<file path="config.mk">
export PLATFORM = sky130hd
export DESIGN_NAME = irq_ack_unit
export DESIGN_NICKNAME = d
export VERILOG_FILES = /design/src/rtl/irq_pkg.sv /design/src/rtl/irq_input_cond.sv /design/src/rtl/irq_prio_arb.sv /design/src/rtl/irq_fetch_gen.sv /design/src/rtl/irq_ack_unit.sv
export SDC_FILE = /design/constraint.sdc
export NUM_CORES = 1
export LEC_CHECK = 0
export BUFFER_PORTS_ARGS = -buffer_cell sky130_fd_sc_hd__buf_2
export CAP_MARGIN = 20
export CELL_PAD_IN_SITES_DETAIL_PLACEMENT = 2
export CELL_PAD_IN_SITES_GLOBAL_PLACEMENT = 2
export CORE_MARGIN = 4
export CORE_UTILIZATION = 26
export CTS_CLUSTER_DIAMETER = 200
export DETAILED_ROUTE_END_ITERATION = 6
export GPL_TIMING_DRIVEN = 0
export PLACE_DENSITY_LB_ADDON = 0.1
export SLEW_MARGIN = 20
export SYNTH_ARGS = -nofsm -noshare
export SYNTH_HDL_FRONTEND = slang
export SYNTH_SLANG_ARGS = --single-unit
</file>
<file path="constraint.sdc">
create_clock -name clk_i -period 5.8 [get_ports clk_i]
set_input_delay 1.45 -clock clk_i [delete_from_list [all_inputs] [get_ports clk_i]]
set_output_delay 1.45 -clock clk_i [all_outputs]
set_load 0.03 [all_outputs]
</file>
<file path="src/rtl/irq_pkg.sv">
package irq_pkg;

    // Source codes, ordered so that a lower code is a higher priority
    typedef enum logic [2:0] {
        SRC_NONE = 3'd0,
        SRC_TRAP = 3'd1,
        SRC_NMI  = 3'd2,
        SRC_INT0 = 3'd3,
        SRC_INT1 = 3'd4,
        SRC_INT2 = 3'd5,
        SRC_INT3 = 3'd6
    } irq_src_e;

    typedef enum logic [1:0] {
        ST_IDLE  = 2'd0,
        ST_ACK   = 2'd1,
        ST_SERVE = 2'd2
    } irq_state_e;

    typedef enum logic [1:0] {
        VM_0 = 2'd0,
        VM_1 = 2'd1,
        VM_2 = 2'd2,
        VM_3 = 2'd3
    } vec_mode_e;

    localparam int MAX_MASKABLE = 4;

endpackage

</file>
<file path="src/rtl/irq_input_cond.sv">
module irq_input_cond #(
    parameter int NUM_MASK    = 4,
    parameter int SYNC_STAGES = 2
) (
    input  logic                clk_i,
    input  logic                rst_ni,
    input  logic                trap_i,
    input  logic                nmi_ni,
    input  logic [NUM_MASK-1:0] int_ni,
    input  logic                trap_clr_i,
    input  logic                nmi_clr_i,
    output logic                trap_pend_o,
    output logic                nmi_pend_o,
    output logic [NUM_MASK-1:0] int_req_o
);

    localparam int NMI_TAPS = SYNC_STAGES + 1;

    typedef struct packed {
        logic [SYNC_STAGES-1:0][NUM_MASK-1:0] isync;
        logic [NMI_TAPS-1:0]                  nsync;
        logic                                 trap_pend;
        logic                                 nmi_pend;
    } cond_t;

    cond_t cond_d, cond_q;
    logic  nmi_fall;

    always_comb begin
        cond_d          = cond_q;
        cond_d.isync[0] = int_ni;
        for (int s = 1; s < SYNC_STAGES; s++) begin
            cond_d.isync[s] = cond_q.isync[s-1];
        end
        cond_d.nsync     = {cond_q.nsync[NMI_TAPS-2:0], nmi_ni};
        // high in the older tap, low in the newer one: a falling edge
        nmi_fall         = cond_q.nsync[NMI_TAPS-1] & ~cond_q.nsync[NMI_TAPS-2];
        cond_d.nmi_pend  = nmi_fall | (cond_q.nmi_pend & ~nmi_clr_i);
        cond_d.trap_pend = trap_i | (cond_q.trap_pend & ~trap_clr_i);
    end

    always_ff @(posedge clk_i or negedge rst_ni) begin
        if (!rst_ni) begin
            cond_q <= '{isync: '1, nsync: '1, trap_pend: 1'b0, nmi_pend: 1'b0};
        end else begin
            cond_q <= cond_d;
        end
    end

    assign trap_pend_o = cond_q.trap_pend;
    assign nmi_pend_o  = cond_q.nmi_pend;
    assign int_req_o   = ~cond_q.isync[SYNC_STAGES-1];

    // a pending non-maskable request survives until it is taken
    assert_nmi_held_R4: assert property (@(posedge clk_i) disable iff (!rst_ni)
        (nmi_pend_o && !nmi_clr_i) |=> nmi_pend_o);

    // an exception pulse is always recorded
    assert_trap_latched_R12: assert property (@(posedge clk_i) disable iff (!rst_ni)
        trap_i |=> trap_pend_o);

endmodule

</file>
<file path="src/rtl/irq_prio_arb.sv">
module irq_prio_arb
    import irq_pkg::*;
#(
    parameter int NUM_MASK = 4
) (
    input  logic                clk_i,
    input  logic                rst_ni,
    input  logic                trap_pend_i,
    input  logic                nmi_pend_i,
    input  logic [NUM_MASK-1:0] int_req_i,
    input  logic [NUM_MASK-1:0] int_mask_i,
    input  logic                ien_i,
    output irq_src_e            win_o
);

    localparam int GRANT_W = NUM_MASK + 2;

    logic [NUM_MASK-1:0] eligible;
    logic [GRANT_W-1:0]  grant;
    logic                found;
    int                  pick;

    assign eligible = int_req_i & ~int_mask_i & {NUM_MASK{ien_i}};

    always_comb begin
        grant = '0;
        win_o = SRC_NONE;
        found = 1'b0;
        pick  = 0;
        // scan from the lowest priority so the lowest index wins
        for (int k = NUM_MASK - 1; k >= 0; k--) begin
            if (eligible[k]) begin
                found = 1'b1;
                pick  = k;
            end
        end
        if (trap_pend_i) begin
            grant[0] = 1'b1;
            win_o    = SRC_TRAP;
        end else if (nmi_pend_i) begin
            grant[1] = 1'b1;
            win_o    = SRC_NMI;
        end else if (found) begin
            grant[2 + pick] = 1'b1;
            win_o           = irq_src_e'(3'(SRC_INT0) + 3'(pick));
        end
    end

    // never more than one source granted
    assert_grant_single_R2: assert property (@(posedge clk_i) disable iff (!rst_ni)
        $onehot0(grant));

    // a maskable winner needs the enable flag
    assert_masked_needs_enable_R1: assert property (@(posedge clk_i) disable iff (!rst_ni)
        (win_o >= SRC_INT0) |-> ien_i);

endmodule

</file>
<file path="src/rtl/irq_fetch_gen.sv">
module irq_fetch_gen
    import irq_pkg::*;
#(
    parameter int ADDR_W = 32,
    parameter int VEC_W  = 16
) (
    input  logic              active_i,
    input  irq_src_e          src_i,
    input  vec_mode_e         mode_i,
    input  logic              wide_i,
    input  logic [VEC_W-9:0]  ireg_i,
    input  logic [ADDR_W-VEC_W-1:0] iext_i,
    input  logic [VEC_W-1:0]  vec_i,
    output logic              valid_o,
    output logic [ADDR_W-1:0] addr_o,
    output logic              wide_o
);

    logic [VEC_W-1:0] low;
    logic [7:0]       slot_off;
    logic [2:0]       slot_idx;

    always_comb begin
        slot_idx = 3'(src_i - SRC_INT0);
        slot_off = {4'd0, slot_idx, 1'b0};
        low      = '0;
        valid_o  = 1'b0;
        if (active_i) begin
            unique case (src_i)
                SRC_INT0: begin
                    unique case (mode_i)
                        VM_2: begin
                            low     = {ireg_i, vec_i[7:0] & 8'hFE};
                            valid_o = 1'b1;
                        end
                        VM_3: begin
                            low     = vec_i & ~VEC_W'(1);
                            valid_o = 1'b1;
                        end
                        default: ;
                    endcase
                end
                SRC_INT1, SRC_INT2, SRC_INT3: begin
                    low     = {ireg_i, slot_off};
                    valid_o = 1'b1;
                end
                default: ;
            endcase
        end
        addr_o = {iext_i, low};
        wide_o = valid_o & wide_i;
    end

endmodule

</file>
<file path="src/rtl/irq_ack_unit.sv">
module irq_ack_unit
    import irq_pkg::*;
#(
    parameter int NUM_MASK    = 4,
    parameter int SYNC_STAGES = 2,
    parameter int ADDR_W      = 32,
    parameter int VEC_W       = 16
) (
    input  logic                    clk_i,
    input  logic                    rst_ni,
    input  logic                    trap_i,
    input  logic                    nmi_ni,
    input  logic [NUM_MASK-1:0]     int_ni,
    input  logic [NUM_MASK-1:0]     int_mask_i,
    input  logic                    ei_i,
    input  logic [1:0]              int0_mode_i,
    input  logic                    ext_mode_i,
    input  logic [VEC_W-9:0]        ireg_i,
    input  logic [ADDR_W-VEC_W-1:0] iext_i,
    input  logic [VEC_W-1:0]        vec_i,
    input  logic                    ack_done_i,
    output logic                    ack_active_o,
    output logic [ADDR_W-1:0]       ack_addr_o,
    output logic                    serve_o,
    output logic [2:0]              src_o,
    output logic                    fetch_valid_o,
    output logic [ADDR_W-1:0]       fetch_addr_o,
    output logic                    fetch_wide_o,
    output logic                    push_wide_o
);

    // NUM_MASK may not exceed MAX_MASKABLE: the source code space has four maskable slots

    typedef struct packed {
        irq_state_e       st;
        irq_src_e         src;
        vec_mode_e        mode;
        logic             wide;
        logic             ien;
        logic [VEC_W-1:0] vec;
    } ctl_t;

    ctl_t     ctl_d, ctl_q;
    irq_src_e win;
    logic     trap_pend, nmi_pend, trap_clr, nmi_clr;
    logic [NUM_MASK-1:0] int_req;
    logic [2:0] ack_idx;

    irq_input_cond #(
        .NUM_MASK   (NUM_MASK),
        .SYNC_STAGES(SYNC_STAGES)
    ) cond_i (
        .clk_i      (clk_i),
        .rst_ni     (rst_ni),
        .trap_i     (trap_i),
        .nmi_ni     (nmi_ni),
        .int_ni     (int_ni),
        .trap_clr_i (trap_clr),
        .nmi_clr_i  (nmi_clr),
        .trap_pend_o(trap_pend),
        .nmi_pend_o (nmi_pend),
        .int_req_o  (int_req)
    );

    irq_prio_arb #(
        .NUM_MASK(NUM_MASK)
    ) arb_i (
        .clk_i      (clk_i),
        .rst_ni     (rst_ni),
        .trap_pend_i(trap_pend),
        .nmi_pend_i (nmi_pend),
        .int_req_i  (int_req),
        .int_mask_i (int_mask_i),
        .ien_i      (ctl_q.ien),
        .win_o      (win)
    );

    always_comb begin
        ctl_d    = ctl_q;
        trap_clr = 1'b0;
        nmi_clr  = 1'b0;
        if (ei_i) ctl_d.ien = 1'b1;
        unique case (ctl_q.st)
            ST_IDLE: begin
                if (win != SRC_NONE) begin
                    ctl_d.src  = win;
                    ctl_d.mode = vec_mode_e'(int0_mode_i);
                    ctl_d.wide = ext_mode_i;
                    ctl_d.ien  = 1'b0;
                    ctl_d.st   = (win >= SRC_INT0) ? ST_ACK : ST_SERVE;
                    trap_clr   = (win == SRC_TRAP);
                    nmi_clr    = (win == SRC_NMI);
                end
            end
            ST_ACK: begin
                ctl_d.vec = vec_i;
                ctl_d.st  = ST_SERVE;
            end
            ST_SERVE: begin
                if (ack_done_i) begin
                    ctl_d.st  = ST_IDLE;
                    ctl_d.src = SRC_NONE;
                end
            end
            default: ctl_d.st = ST_IDLE;
        endcase
    end

    always_ff @(posedge clk_i or negedge rst_ni) begin
        if (!rst_ni) begin
            ctl_q <= '{st: ST_IDLE, src: SRC_NONE, mode: VM_0, wide: 1'b0,
                       ien: 1'b0, vec: '0};
        end else begin
            ctl_q <= ctl_d;
        end
    end

    assign ack_active_o = (ctl_q.st == ST_ACK);
    assign ack_idx      = 3'(ctl_q.src - SRC_INT0);
    assign ack_addr_o   = ack_active_o ? ~(ADDR_W'(1) << ack_idx) : '1;
    assign serve_o      = (ctl_q.st == ST_SERVE);
    assign src_o        = ctl_q.src;
    assign push_wide_o  = serve_o & ctl_q.wide;

    irq_fetch_gen #(
        .ADDR_W(ADDR_W),
        .VEC_W (VEC_W)
    ) fetch_i (
        .active_i(serve_o),
        .src_i   (ctl_q.src),
        .mode_i  (ctl_q.mode),
        .wide_i  (ctl_q.wide),
        .ireg_i  (ireg_i),
        .iext_i  (iext_i),
        .vec_i   (ctl_q.vec),
        .valid_o (fetch_valid_o),
        .addr_o  (fetch_addr_o),
        .wide_o  (fetch_wide_o)
    );

    // exactly one address line low during acknowledge, within the maskable field
    assert_ack_onecold_R3: assert property (@(posedge clk_i) disable iff (!rst_ni)
        ack_active_o |-> ($countones(ack_addr_o) == ADDR_W - 1) &&
                         (&ack_addr_o[ADDR_W-1:NUM_MASK]));

    // the acknowledge cycle lasts one cycle and leads into service
    assert_ack_then_serve_R3: assert property (@(posedge clk_i) disable iff (!rst_ni)
        ack_active_o |=> serve_o && !ack_active_o);

    // table reads keep the extension register on the upper half and stay even
    assert_fetch_upper_R8: assert property (@(posedge clk_i) disable iff (!rst_ni)
        fetch_valid_o |-> (fetch_addr_o[ADDR_W-1:VEC_W] == iext_i) && !fetch_addr_o[0]);

    // taking a source clears the enable flag
    assert_accept_disables_R11: assert property (@(posedge clk_i) disable iff (!rst_ni)
        (ctl_q.st == ST_IDLE && win != SRC_NONE) |=> !ctl_q.ien);

    // service holds its source until the done handshake
    assert_serve_holds_R11: assert property (@(posedge clk_i) disable iff (!rst_ni)
        (serve_o && !ack_done_i) |=> serve_o && $stable(src_o));

    // return save width stays fixed through service
    assert_push_stable_R10: assert property (@(posedge clk_i) disable iff (!rst_ni)
        (serve_o && !ack_done_i) |=> $stable(push_wide_o));

endmodule

</file>
==> results of run 1 <==
==> per-layer routing <==
layer,GRT usage [%],vias up
met5,0,-
met4,3.89,0
met3,2.81,9
met2,20.6,62
met1,14.6,914
li1,-,912
==> per-stage QoR <==
stage	total power, W	worst slack [ns]	instance area, um2	instances	utilization [%]
6_report	0.000678	1.89	2930	438	35.9
5_1_grt	0.000721	1.68	2930	438	35.9
4_1_cts	0.000690	1.81	2930	438	35.9
3_5_place_dp	0.000485	2.12	2830	430	34.6
3_3_place_gp	0.000480	2.18	2830	430	34.6
2_1_floorplan	0.000431	2.22	2270	239	-
==> flip-flops by register name, summed over array words and instances (netlist names) <==
signal              flops
cond_i.cond_q           5
cond_i.nmi_pend_o       1
ctl_q                  21
src_o                   3
cond_i.cond_d           6
cond_i.trap_pend_o      1
==> worst reg2reg max path: cells and delay by family (launching register included) <==
family,cells,cell delay (ns)
adders and majority gates,1,0.35
and+or+nand+nor,3,0.34
AOI/OAI and AO/OA,3,0.70
buffers and inverters,1,0.14
DFF,1,0.46
==> cell families (layout without fill, tap and decap cells) <==
logic type | count (synthesis) | after routing
adder cells (fa/ha/maj) | 8 | 8
multiplexers | 15 | 15
flip-flops | 37 | 37
AND/OR/NAND/NOR | 55 | 55
AO/OA/AOI/OAI | 41 | 41
other | 2 | 25
buffers and inverters | 58 | 152
==> layout make-up <==
cell class	instances	area, um2	share of cell area, %
well taps	105	131	4.48
clock inverters	1	5.00	0.171
clock buffers	7	96.3	3.28
flip-flops and latches	37	940	32.0
repair buffers	86	430	14.7
plain buffers	50	367	12.5
multi-input cells	144	933	31.8
inverters	8	30.0	1.02
==> synth_stat cells (2+ instances only) <==
cell type,number,area share (%)
sky130_fd_sc_hd__o21a_1,2,0.69
sky130_fd_sc_hd__and3_1,5,1.4
sky130_fd_sc_hd__nand2_1,15,2.6
sky130_fd_sc_hd__and2b_1,2,0.69
sky130_fd_sc_hd__ha_1,8,4.6
sky130_fd_sc_hd__mux2_2,15,7.7
sky130_fd_sc_hd__dfstp_2,11,13
sky130_fd_sc_hd__dfrtp_1,26,30
sky130_fd_sc_hd__nand3_1,4,0.92
sky130_fd_sc_hd__nor2_2,2,0.57
sky130_fd_sc_hd__a31oi_1,2,0.57
sky130_fd_sc_hd__o31ai_1,2,0.69
sky130_fd_sc_hd__nor2_1,17,2.9
sky130_fd_sc_hd__o22ai_1,6,1.7
sky130_fd_sc_hd__o311ai_1,2,0.80
sky130_fd_sc_hd__buf_4,45,15
sky130_fd_sc_hd__o21ai_0,4,0.92
sky130_fd_sc_hd__inv_1,8,1.4
sky130_fd_sc_hd__a22oi_1,11,3.8
sky130_fd_sc_hd__a21oi_1,3,0.69
sky130_fd_sc_hd__nor3_1,3,0.69
sky130_fd_sc_hd__conb_1,2,0.34
==> worst max-delay path by stage <==
stage | endpoint | from | slack, ns
2_1_floorplan | fetch_wide_o | ctl_q[23]$_DFFE_PN0P_ | 2.22
3_3_place_gp | fetch_addr_o[14] | src_o[0]$_DFFE_PN0P_ | 2.18
3_5_place_dp | fetch_addr_o[8] | src_o[0]$_DFFE_PN0P_ | 2.12
4_1_cts | fetch_addr_o[8] | src_o[0]$_DFFE_PN0P_ | 1.81
5_1_grt | fetch_addr_o[8] | src_o[0]$_DFFE_PN0P_ | 1.68
6_report | fetch_addr_o[8] | src_o[0]$_DFFE_PN0P_ | 1.89
==> power breakdown <==
group / switching, W / leakage (nW) / internal (W) / total, W
logic: 0.000107 / 1.03 / 0.0000696 / 0.000177
registers: 0.0000182 / 0.458 / 0.000284 / 0.000302
clock network: 0.0000915 / 0.0542 / 0.000107 / 0.000199
total: 0.000217 / 1.54 / 0.000461 / 0.000678
==> flow_results.org, run 1 <==
** Clocking
- CTS tree :: yes
- Number of buffers inserted by post-CTS setup repair :: 0
- CTS saw 37 sinks.
- The tree is rooted in a sky130_fd_sc_hd__clkbuf_8.
- Buffer depth of the longest clock path :: 2
- In this run, post-CTS hold repair placed 0 buffers.
- Clock slew seen by the registers of the worst setup and hold paths :: 0.07 ns
- Insertion delay of the later-clocked pin in the worst-skew pair :: 0.29 ns
- The H-tree was split into 2 levels.
- PostCTS Resize Cnt :: 0
- Number of buffers inserted during clock tree synthesis :: 5

** Detailed routing
- After detailed routing, the average wire length per cell comes to 13.7 um.
- The detail route stage leaves a number of antenna-violating nets equal to 0.
- In this run the top signal layer used is met4.
- Post-route DRC violation count :: 0
- Number of vias after detailed routing :: 1,897
- Met1 Routed Length :: 2510 um
- First-pass detailed-route iteration total :: 4
- For this block, the routed nets add up to 6010 um of wire.
- Vias per std cell :: 4.33
- Count of routing violations after the opening detailed-route iteration :: 24
- Total met2 wirelength after detailed routing :: 3010 um
- Met3 Routed Length :: 390 um

** GRT
- Global-route wire length before repair :: 9490 um
- Global routing used 11.9% of the available tracks.
- The total overflow left after global routing is 0.
- The number of global-route vias before repair is 1,968.
- Entering global routing, the biggest net connects 38 pins.
- Antenna violations before repair :: 0

** Synthesis
- The portion of synthesized area spent on multiplexers is 7.74%.
- Xor-xnor portion of the synthesized cell area :: 0%
- The cell count after synthesis came out at 216.
- The synthesized design contains 37 register bits.
- Summing every instance area after synthesis gives 2180 um2.
- Sequential elements use 43.0% of the synthesized area.
- The synthesized netlist devotes 12.2% of its cell area to simple gates.
- Largest family of logic cells by synthesized area :: buffers and inverters
- Area share of fa/ha/maj cells after synthesis :: 4.58%
- The synthesized netlist devotes 13.9% of its cell area to compound gates.
- Flip-flop cell with the highest count after synthesis :: sky130_fd_sc_hd__dfrtp_1
- The average instance in the mapped netlist occupies 10.1 um2.
- Counting distinct cell types in the post-synthesis netlist gives 43.
- FFs w/ async S/R, synth :: 100%
- Number of warnings printed during yosys synthesis :: 0
- The synthesized design contains 0 enable-type register cells.

** Critical path
- Data required time at the worst endpoint :: 4.35 ns
- Top fanout value on the critical path :: 8
- STA classifies the critical path startpoint as a flip-flop.
- The signal on the critical path passes through inv_1 > ha_1 > o31ai_1 > o21ai_1 > a22oi_1 > nor2_1 > buf_2.
- Arrival time reported for the critical path endpoint :: 2.46 ns
- Across all register-to-register paths, the minimum setup slack is 3.70 ns.
- Counting both buffers and inverters, the worst setup path holds a total of 2.
- Critical Path Stages :: 7
- Type of element capturing the critical path :: primary output
- Critical path class :: reg2out
- The worst register-to-register path begins at ctl_q[16]$_DFF_PN0_.
- Worst R2R End :: ctl_q[16]$_DFF_PN0_
- The cell family contributing the most delay on the critical path is compound AO/OA/AOI/OAI gates.
- Largest stage delay on the critical path :: 0.48 ns
- Length in cells of the worst reg-to-reg path :: 8
- Crit-path slowest cell :: sky130_fd_sc_hd__dfrtp_1

** Pwr
- Power Density :: 231 nW/um2
- Worst vdd rail ir drop :: 0.132 mV
- For this design the static power due to leakage is 1.54 nW.

** Placed design
- Final weighted congestion in routability-driven placement :: 0.689
- Buffers placed on the I/O ports in this run total 86.
- HPWL after DPL :: 4940 um

** Status
- The run finished with clean final reports.

** STA
- Worst setup skew after layout :: 0.00940 ns
- Fmax achieved :: 256 MHz
- Final hold analysis gives a worst-case slack of 0.357 ns.
- Final TNS setup :: 0 ns
- After layout, the minimum clock period comes to 3.91 ns.
- Actual transition at the worst max-transition pin :: 0.818 ns
- Max-slew violation count :: 0
- Fin crit share :: 67.4%
- Setup repair after global routing missed its margin :: false
- Relative slew slack :: 45.5%
- Number of endpoints with negative hold slack in the final report :: 0
- Count of endpoints failing setup in the final report :: 0

** Floorplanning
- The die covers 9930 um2.
- Once the floorplan was initialized, standard cells occupied 26.7% of the core.
- The floorplan step set the die height to 99.6 um.
- The core region is 8180 um2.
- The die is 99.6 um wide.
- Standard-cell row count :: 33
- Number of placed I/O pins :: 129

** Final layout
- Share of final-layout standard cells stronger than drive strength 1 :: 51.7%
- In the final design database the tool counted 397 nets.
- Compared with the post-synthesis result, the final layout area differs by 34.3%.
- The repair_antennas step left the layout with diodes totalling 0.
- Commonest cells after routing, fill and taps aside :: 87 x sky130_fd_sc_hd__buf_2, 45 x sky130_fd_sc_hd__buf_4, 26 x sky130_fd_sc_hd__dfrtp_1
- Most common library cell in the layout ignoring fill and taps :: sky130_fd_sc_hd__buf_2
- The layout has 961 filler cells.

** Worst hold path
- Beginning of the worst hold path :: cond_i.cond_d[10]$_DFF_PN1_
- Worst Hold Class :: reg2reg
- Worst hold path endpoint :: cond_i.cond_q[10]$_DFF_PN1_
- Number of cells on the worst hold path :: 0

** Run
- Max-cap violations in this run came to 0.
Power figures use the tool's default switching activity.
==> run 2: changes to the inputs <==
--- a/config.mk
+++ b/config.mk
@@ -10,7 +10,7 @@
 export CELL_PAD_IN_SITES_DETAIL_PLACEMENT = 2
 export CELL_PAD_IN_SITES_GLOBAL_PLACEMENT = 2
 export CORE_MARGIN = 4
-export CORE_UTILIZATION = 26
+export CORE_UTILIZATION = 24
 export CTS_CLUSTER_DIAMETER = 200
 export DETAILED_ROUTE_END_ITERATION = 6
 export GPL_TIMING_DRIVEN = 0
==> constraint.sdc (replaced) <==
create_clock -name clk_i -period 4 [get_ports clk_i]
set_input_delay 1 -clock clk_i [delete_from_list [all_inputs] [get_ports clk_i]]
set_output_delay 1 -clock clk_i [all_outputs]
set_load 0.03 [all_outputs]
==> flow_results.org, run 2 (synthesis results as in run 1) <==
** Status
- The flow ran to the end, and the final reports show no timing, DRC or antenna violations.

** Clocking
- Insertion delay of the later-clocked pin in the worst-skew pair :: 0.29 ns (about the same)
- PostCTS Resize Cnt :: 0 (unchanged)
- Buffer depth of the longest clock path :: 2 (unchanged)
- The tree is rooted in a sky130_fd_sc_hd__clkbuf_8.
- The post-CTS setup buffer count came to 0 (unchanged).
- Number of H-tree levels :: 2 (unchanged)
- CTS Sinks :: 37 (unchanged)
- CTS Hold Bufs :: 0 (unchanged)
- The number of buffers created by CTS came to 5 (unchanged).
- TritonCTS built the clock tree.
- Clock slew seen by the registers of the worst setup and hold paths :: 0.08 ns (about the same)

** Final layout
- The number of filler instances in the final layout is 1,052 (+9.5%).
- The final cell area excluding filler cells was 2940 um2 (+0.38%).
- The library cells used most frequently in the layout, excluding fill and tap cells, are 87 x sky130_fd_sc_hd__buf_2, 45 x sky130_fd_sc_hd__buf_4, 26 x sky130_fd_sc_hd__dfrtp_1.
- The fraction of final layout cells sized beyond drive strength 1 was 51.7% (unchanged).
- The sequential cell area was 940 um2 (unchanged).
- Largest register FFs :: 21 (unchanged)
- The area of the multi-input gates was 933 um2 (unchanged).
- The final instance count without filler cells is 441 (+0.68%).
- Antenna diode count :: 0 (unchanged)
- Leaving out fill and tap cells, the most frequent cell in the layout is sky130_fd_sc_hd__buf_2.
- Top register by number of flip-flops :: ctl_q
- Post-synthesis to final-layout area growth :: 34.8%
- # nets final :: 397 (unchanged)

** Detailed routing
- Post-route DRC violation count :: 0 (unchanged)
- Met1 Routed Length :: 2660 um (+5.8%)
- In this run the top signal layer used is met4.
- The overall via count from detail_route was 1,907 (+0.53%).
- The routed length on met2 came to 3200 um (+6.4%).
- Count of routing violations after the opening detailed-route iteration :: 39 (+63%)
- Post-DRT Antenna Nets :: 0 (unchanged)
- Vias per std cell :: 4.32 (-0.16%)
- Met3 Routed Length :: 468 um (+20%)
- The average wire length per cell after detail routing came to 14.5 um (+5.7%).
- First-pass detailed-route iteration total :: 4 (unchanged)
- The aggregate routed wire length is 6390 um (+6.4%).

** Critical path
- Arrival time reported for the critical path endpoint :: 2.54 ns (+0.08 ns)
- The data required time at the worst endpoint came to 3.00 ns (-1.35 ns).
- Largest stage delay on the critical path :: 0.48 ns (about the same)
- Top cell family by delay on the critical path :: compound AO/OA/AOI/OAI gates
- WP buf/inv :: 2 (unchanged)
- Crit-path slowest cell :: sky130_fd_sc_hd__dfrtp_1
- Type of element capturing the critical path :: primary output
- Traced cell by cell, the critical path runs through inv_1 > ha_1 > o31ai_1 > o21ai_1 > a22oi_1 > nor2_1 > buf_2.
- The worst setup path is launched from a flip-flop.
- Critical path class :: reg2out
- Top fanout value on the critical path :: 8 (unchanged)

** Pwr
- Switching power as a share of total power :: 32.4% (+0.44 points)
- Power Density :: 339 nW/um2 (+47%)
- Worst vdd rail ir drop :: 0.133 mV (+0.17%)
- Internal Power :: 0.000674 W (+46%)
- Share of power burned in combinational logic :: 25.7% (-0.4 points)
- The clock network fraction of total power was 30.3% (+0.9 points).
- The leakage power was 1.55 nW (+0.17%).
- The net switching power of the design came to 0.000323 W (+49%).
- The part of the power in registers was 44.0% (-0.6 points).
- The total power consumption of the routed design is 0.000997 W (+47%).

** Floorplanning
- The count of standard-cell rows is 34 (+3.0%).
- The core area came to 8810 um2 (+7.7%).
- Initial core utilization :: 24.8% (-1.9 points)
- The area enclosed by the die boundary came to 10,700 um2 (+7.7%).
- Number of placed I/O pins :: 129 (unchanged)
- Vertical extent of the die :: 103 um (+3.8%)
- The die width came to 103 um (+3.8%).

** STA
- Setup repair after global routing left no endpoint under its margin.
- The setup TNS after final layout is 0 ns (unchanged).
- Fin crit share :: 88.5%
- The headroom to the max-slew limit is 42.0% (-3.5 points).
- Worst setup skew after layout :: 0.00846 ns (-0.000933 ns)
- The count of final max-slew check failures is 0 (unchanged).
- The number of hold violations in the final report came to 0 (unchanged).
- Count of endpoints failing setup in the final report :: 0 (unchanged)
- Fmax achieved :: 283 MHz
- The pin slew with the least headroom to its limit came to 0.870 ns (+0.0519 ns).
- Minimum clock period after layout :: 3.54 ns

** Run
- Maximum capacitance violations :: 0 (unchanged)

** GRT
- Antenna violations before repair :: 0 (unchanged)
- The global-route wire length before repair came to 9830 um (+3.6%).
- The number of global-route vias before repair came to 1,991 (+1.2%).
- Maximum number of pins on one net before global-route repair :: 38 (unchanged)
- The global router's overall resource usage came to 11.8% (-0.12 points).
- Total congestion overflow after global routing :: 0 (unchanged)

** Placed design
- The global placement routability congestion came to 0.784 (+14%).
- Number of placed cells counting well taps :: 433 (+0.70%)
- HPWL after DPL :: 5160 um (+4.3%)
- The post-placement cell area is 2840 um2 (+0.13%).
- Port buffer count :: 86 (unchanged)

** Worst hold path
- Worst Hold Class :: reg2reg
## run 2: changes by cell type in the layout (fill, tap and decap cells not counted), sizes merged
| cell | previous run | this run |
|---|---|---|
| clkbuf | 9 | 8 |
| inv | 8 | 9 |
## run 2: metal layers
layer  GRT usage (%)  vias to the layer above
li1                -                      913
met1            14.6                      908
met2            20.6                       81
met3            2.62                        5
met4            3.29                        0
met5               0                        -
## run 2: worst paths after layout
check / start / to / slack [ns] / depth (start not counted)
worst min register to register: cond_i.cond_d[9]$_DFF_PN1_ / cond_i.cond_q[9]$_DFF_PN1_ / 0.36 / 0
worst max register to register: cond_i.cond_q[11]$_DFF_PN1_ / ctl_q[16]$_DFF_PN0_ / 1.94 / 7
max in group asynchronous: rst_ni / ctl_q[3]$_DFFE_PN0P_ / 2.63 / 1
worst min-delay path: cond_i.cond_d[9]$_DFF_PN1_ / cond_i.cond_q[9]$_DFF_PN1_ / 0.36 / 0
worst max-delay path: src_o[0]$_DFFE_PN0P_ / fetch_addr_o[12] / 0.46 / 7
min in group asynchronous: rst_ni / ctl_q[16]$_DFF_PN0_ / 0.83 / 1
## run 2: metrics by stage
stage	worst slack [ns]	hold WS (ns)	utilization, %
2_1_floorplan	0.871	0.345	-
3_3_place_gp	0.811	0.346	32.2
3_5_place_dp	0.791	0.348	32.2
4_1_cts	0.449	0.361	33.4
5_1_grt	0.177	0.363	33.4
6_report	0.460	0.358	33.4
## run 2: cell type report
| cell class | instances | share of cell area (%) |
|---|---|---|
| Tap cell | 108 | 4.59 |
| Sequential cell | 37 | 31.9 |
| Timing Repair Buffer | 86 | 14.6 |
| Inverter | 8 | 1.02 |
| Buffer | 50 | 12.5 |
| Multi-Input combinational cell | 144 | 31.7 |
| Clock inverter | 2 | 0.510 |
| Clock buffer | 6 | 3.19 |
## run 2: power by group through the flow
| stage | Combinational [W] | Sequential [W] | Clock (W) |
|---|---|---|---|
| finish | 0.000256 | 0.000438 | 0.000302 |
| global route | 0.000284 | 0.000444 | 0.000337 |
| CTS | 0.000259 | 0.000439 | 0.000317 |
| detailed placement | 0.000258 | 0.000446 | 0 |
| global placement | 0.000254 | 0.000444 | 0 |
| floorplan | 0.000188 | 0.000436 | 0 |
## run 2: worst register-to-register path: stages (launching register included)
cell                       delay [ns]
sky130_fd_sc_hd__dfstp_2         0.39
sky130_fd_sc_hd__o22ai_1         0.34
sky130_fd_sc_hd__nand3b_1        0.13
sky130_fd_sc_hd__ha_1            0.34
sky130_fd_sc_hd__nand2_1         0.10
sky130_fd_sc_hd__o311ai_1        0.14
sky130_fd_sc_hd__o211a_1         0.21
sky130_fd_sc_hd__o32a_1          0.30
==> run 3: changes to the inputs <==
--- a/config.mk
+++ b/config.mk
@@ -7,10 +7,11 @@
 export LEC_CHECK = 0
 export BUFFER_PORTS_ARGS = -buffer_cell sky130_fd_sc_hd__buf_2
 export CAP_MARGIN = 20
-export CELL_PAD_IN_SITES_DETAIL_PLACEMENT = 2
-export CELL_PAD_IN_SITES_GLOBAL_PLACEMENT = 2
-export CORE_MARGIN = 4
-export CORE_UTILIZATION = 24
+export CELL_PAD_IN_SITES_DETAIL_PLACEMENT = 1
+export CELL_PAD_IN_SITES_GLOBAL_PLACEMENT = 1
+export CORE_ASPECT_RATIO = 1.2
+export CORE_MARGIN = 2
+export CORE_UTILIZATION = 29
 export CTS_CLUSTER_DIAMETER = 200
 export DETAILED_ROUTE_END_ITERATION = 6
 export GPL_TIMING_DRIVEN = 0
==> flow_results.org, run 3 (synthesis results as in run 1) <==
** Floorplanning
- Horizontal extent of the die :: 83.2 um (-20%)
- Standard-cell row count :: 34 (unchanged)
- The initial standard-cell utilization of the core was 30.0% (+5.2 points).
- Area of the core :: 7270 um2 (-17%)
- The area enclosed by the die boundary came to 8240 um2 (-23%).
- The vertical die dimension came to 99.1 um (-4.2%).
- The boundary pin count is 129 (unchanged).

** Detailed routing
- The first-pass iteration count of the detailed router was 6 (+2).
- Post-DRT Antenna Nets :: 0 (unchanged)
- The aggregate routed wire length is 5460 um (-15%).
- Number of vias after detailed routing :: 1,862 (-2.4%)
- The number of remaining DRC errors was 0 (unchanged).
- The number of DRC markers after the initial detailed-route iteration was 50 (+28%).
- The via density per instance came to 4.40 (+1.8%).
- Wire length per cell :: 12.9 um (-11%)

** GRT
- GRT Util Overall :: 13.4% (+1.6 points)
- The number of antenna violations at the first check in global routing came to 0 (unchanged).
- The sum of overflow across all layers after global routing was 0 (unchanged).
- Via count of the first global-routing pass :: 1,876 (-5.8%)
- The global-route wire length before repair came to 8960 um (-8.8%).
- Maximum number of pins on one net before global-route repair :: 38 (unchanged)

** Final layout
- # nets final :: 397 (unchanged)
- The number of filler instances in the final layout is 893 (-15%).
- Final instance count without filler cells :: 423 (-4.1%)
- The layout-stage area growth over the synthesis result was 35.0% (about the same).
- Area occupied by multi-input gates :: 933 um2 (unchanged)
- Antenna diode count :: 0 (unchanged)
- Flip-flop and latch area :: 940 um2 (unchanged)
- The fraction of final layout cells sized beyond drive strength 1 came to 51.7% (unchanged).
- The register with the most flip-flops in the final layout is ctl_q.
- Largest register FFs :: 21 (unchanged)
- In the layout the commonest cells are 87 x sky130_fd_sc_hd__buf_2, 45 x sky130_fd_sc_hd__buf_4, 26 x sky130_fd_sc_hd__dfrtp_1.
- Most common library cell in the layout ignoring fill and taps :: sky130_fd_sc_hd__buf_2

** Critical path
- Critical path class :: reg2out
- Largest stage delay on the critical path :: 0.47 ns (about the same)
- The worst setup path is launched from a flip-flop.
- STA classifies the critical path endpoint as a primary output.
- Data required time at the worst endpoint :: 3.00 ns (about the same)
- Crit-path cells :: inv_1 > ha_1 > o31ai_1 > o21ai_1 > a22oi_1 > nor2_1 > buf_2
- Among cell families on the critical path, the largest total delay comes from compound AO/OA/AOI/OAI gates.
- Crit-path slowest cell :: sky130_fd_sc_hd__dfrtp_1
- The arrival time at the worst endpoint came to 2.47 ns (-0.07 ns).
- WP buf/inv :: 2 (unchanged)
- Top fanout value on the critical path :: 8 (unchanged)

** Clocking
- The buffer depth of the longest clock path was 2 (unchanged).
- The clock-pin slew on the worst setup and hold paths is 0.07 ns (about the same).
- Number of buffers inserted by post-CTS setup repair :: 0 (unchanged)
- The cell sitting at the root of the clock tree is a sky130_fd_sc_hd__clkbuf_8.
- TritonCTS built the clock tree.
- The deepest level of the CTS H-tree came to 2 (unchanged).
- CTS Sinks :: 37 (unchanged)
- CTS Hold Bufs :: 0 (unchanged)
- The post-cts sizing count was 0 (unchanged).
- The number of buffers created by CTS came to 5 (unchanged).
- Insertion delay of the later-clocked pin in the worst-skew pair :: 0.29 ns (about the same)

** Worst hold path
- Worst Hold Class :: reg2reg

** STA
- Worst hold margin :: 0.359 ns (+0.000679 ns)
- Count of endpoints failing setup in the final report :: 0 (unchanged)
- The maximum achievable frequency came to 289 MHz (+2.1%).
- The maximum clock skew at final layout came to 0.00652 ns (-0.00194 ns).
- Number of endpoints with negative hold slack in the final report :: 0 (unchanged)
- Fin crit share :: 86.6% (-1.9 points)
- Setup repair after global routing left no endpoint under its margin.
- The count of final max-slew check failures was 0 (unchanged).
- Actual transition at the worst max-transition pin :: 0.811 ns (-0.0593 ns)
- The setup TNS after final layout came to 0 ns (unchanged).
- Minimum clock period after layout :: 3.47 ns (-0.0740 ns)
- The headroom to the max-slew limit came to 45.9% (+4.0 points).

** Pwr
- The highest ir drop seen on vdd is 0.145 mV (+9.2%).
- Cell leakage power :: 1.56 nW (+0.73%)
- Power Density :: 365 nW/um2 (+7.8%)

** Placed design
- Number of placed cells counting well taps :: 415 (-4.2%)
- HPWL after DPL :: 4390 um (-15%)
- Final weighted congestion in routability-driven placement :: 0.840 (+7.1%)
- Port buffer count :: 86 (unchanged)

** Run
- Maximum capacitance violations :: 0 (unchanged)

** Status
- Run status :: finished, final reports clean
## run 3: worst reg2reg max path: cells and delay by family, from the launching register on
kind,cells,cell delay [ns]
AOI/OAI and AO/OA,3,0.64
adders and majority gates,1,0.35
buffers and inverters,1,0.14
DFF,1,0.44
and+or+nand+nor,3,0.33
## run 3: power breakdown
part / total (W) / switching, W / internal (W)
Combinational: 0.000251 / 0.000151 / 0.000101
Sequential: 0.000438 / 0.0000265 / 0.000411
Clock: 0.000386 / 0.000139 / 0.000248
Total: 0.00108 / 0.000316 / 0.000760
## run 3: path summary, 6_finish.rpt
check	startpoint	to	slack [ns]	cells past startpoint
setup / recovery	src_o[0]$_DFFE_PN0P_	fetch_addr_o[8]	0.53	7
max in group asynchronous	rst_ni	src_o[2]$_DFFE_PN0P_	2.69	1
hold / removal	cond_i.cond_d[12]$_DFF_PN1_	cond_i.cond_q[12]$_DFF_PN1_	0.36	0
min in group asynchronous	rst_ni	ctl_q[7]$_DFFE_PN0P_	0.79	1
hold reg to reg	cond_i.cond_d[12]$_DFF_PN1_	cond_i.cond_q[12]$_DFF_PN1_	0.36	0
setup reg to reg	ctl_q[16]$_DFF_PN0_	ctl_q[16]$_DFF_PN0_	1.99	8
## run 3: layout make-up
| cell class | instances | share of cell area (%) |
|---|---|---|
| Buffer | 50 | 12.4 |
| Clock buffer | 5 | 2.34 |
| Tap cell | 90 | 3.82 |
| Multi-Input combinational cell | 144 | 31.7 |
| Sequential cell | 37 | 31.9 |
| Inverter | 8 | 1.02 |
| Clock inverter | 3 | 2.21 |
| Timing Repair Buffer | 86 | 14.6 |
## run 3: per-layer routing
layer | share of wire, % | vias up | global-route usage, % | routed length (um)
li1 | - | 907 | - | -
met4 | 0.97 | 0 | 3.03 | 53
met2 | 54 | 70 | 25.0 | 2930
met5 | 0 | - | 0 | 0
met1 | 38 | 880 | 15.1 | 2080
met3 | 7.3 | 5 | 4.02 | 399
## run 3: per-stage QoR
step / total power [W] / setup WS (ns) / util [%] / cell area [um2]
finish: 0.00108 / 0.534 / 40.5 / 2950
global route: 0.00114 / 0.233 / 40.5 / 2950
CTS: 0.00109 / 0.445 / 40.5 / 2950
detailed placement: 0.000700 / 0.782 / 38.7 / 2810
global placement: 0.000695 / 0.828 / 38.7 / 2810
floorplan: 0.000625 / 0.871 / - / 2270
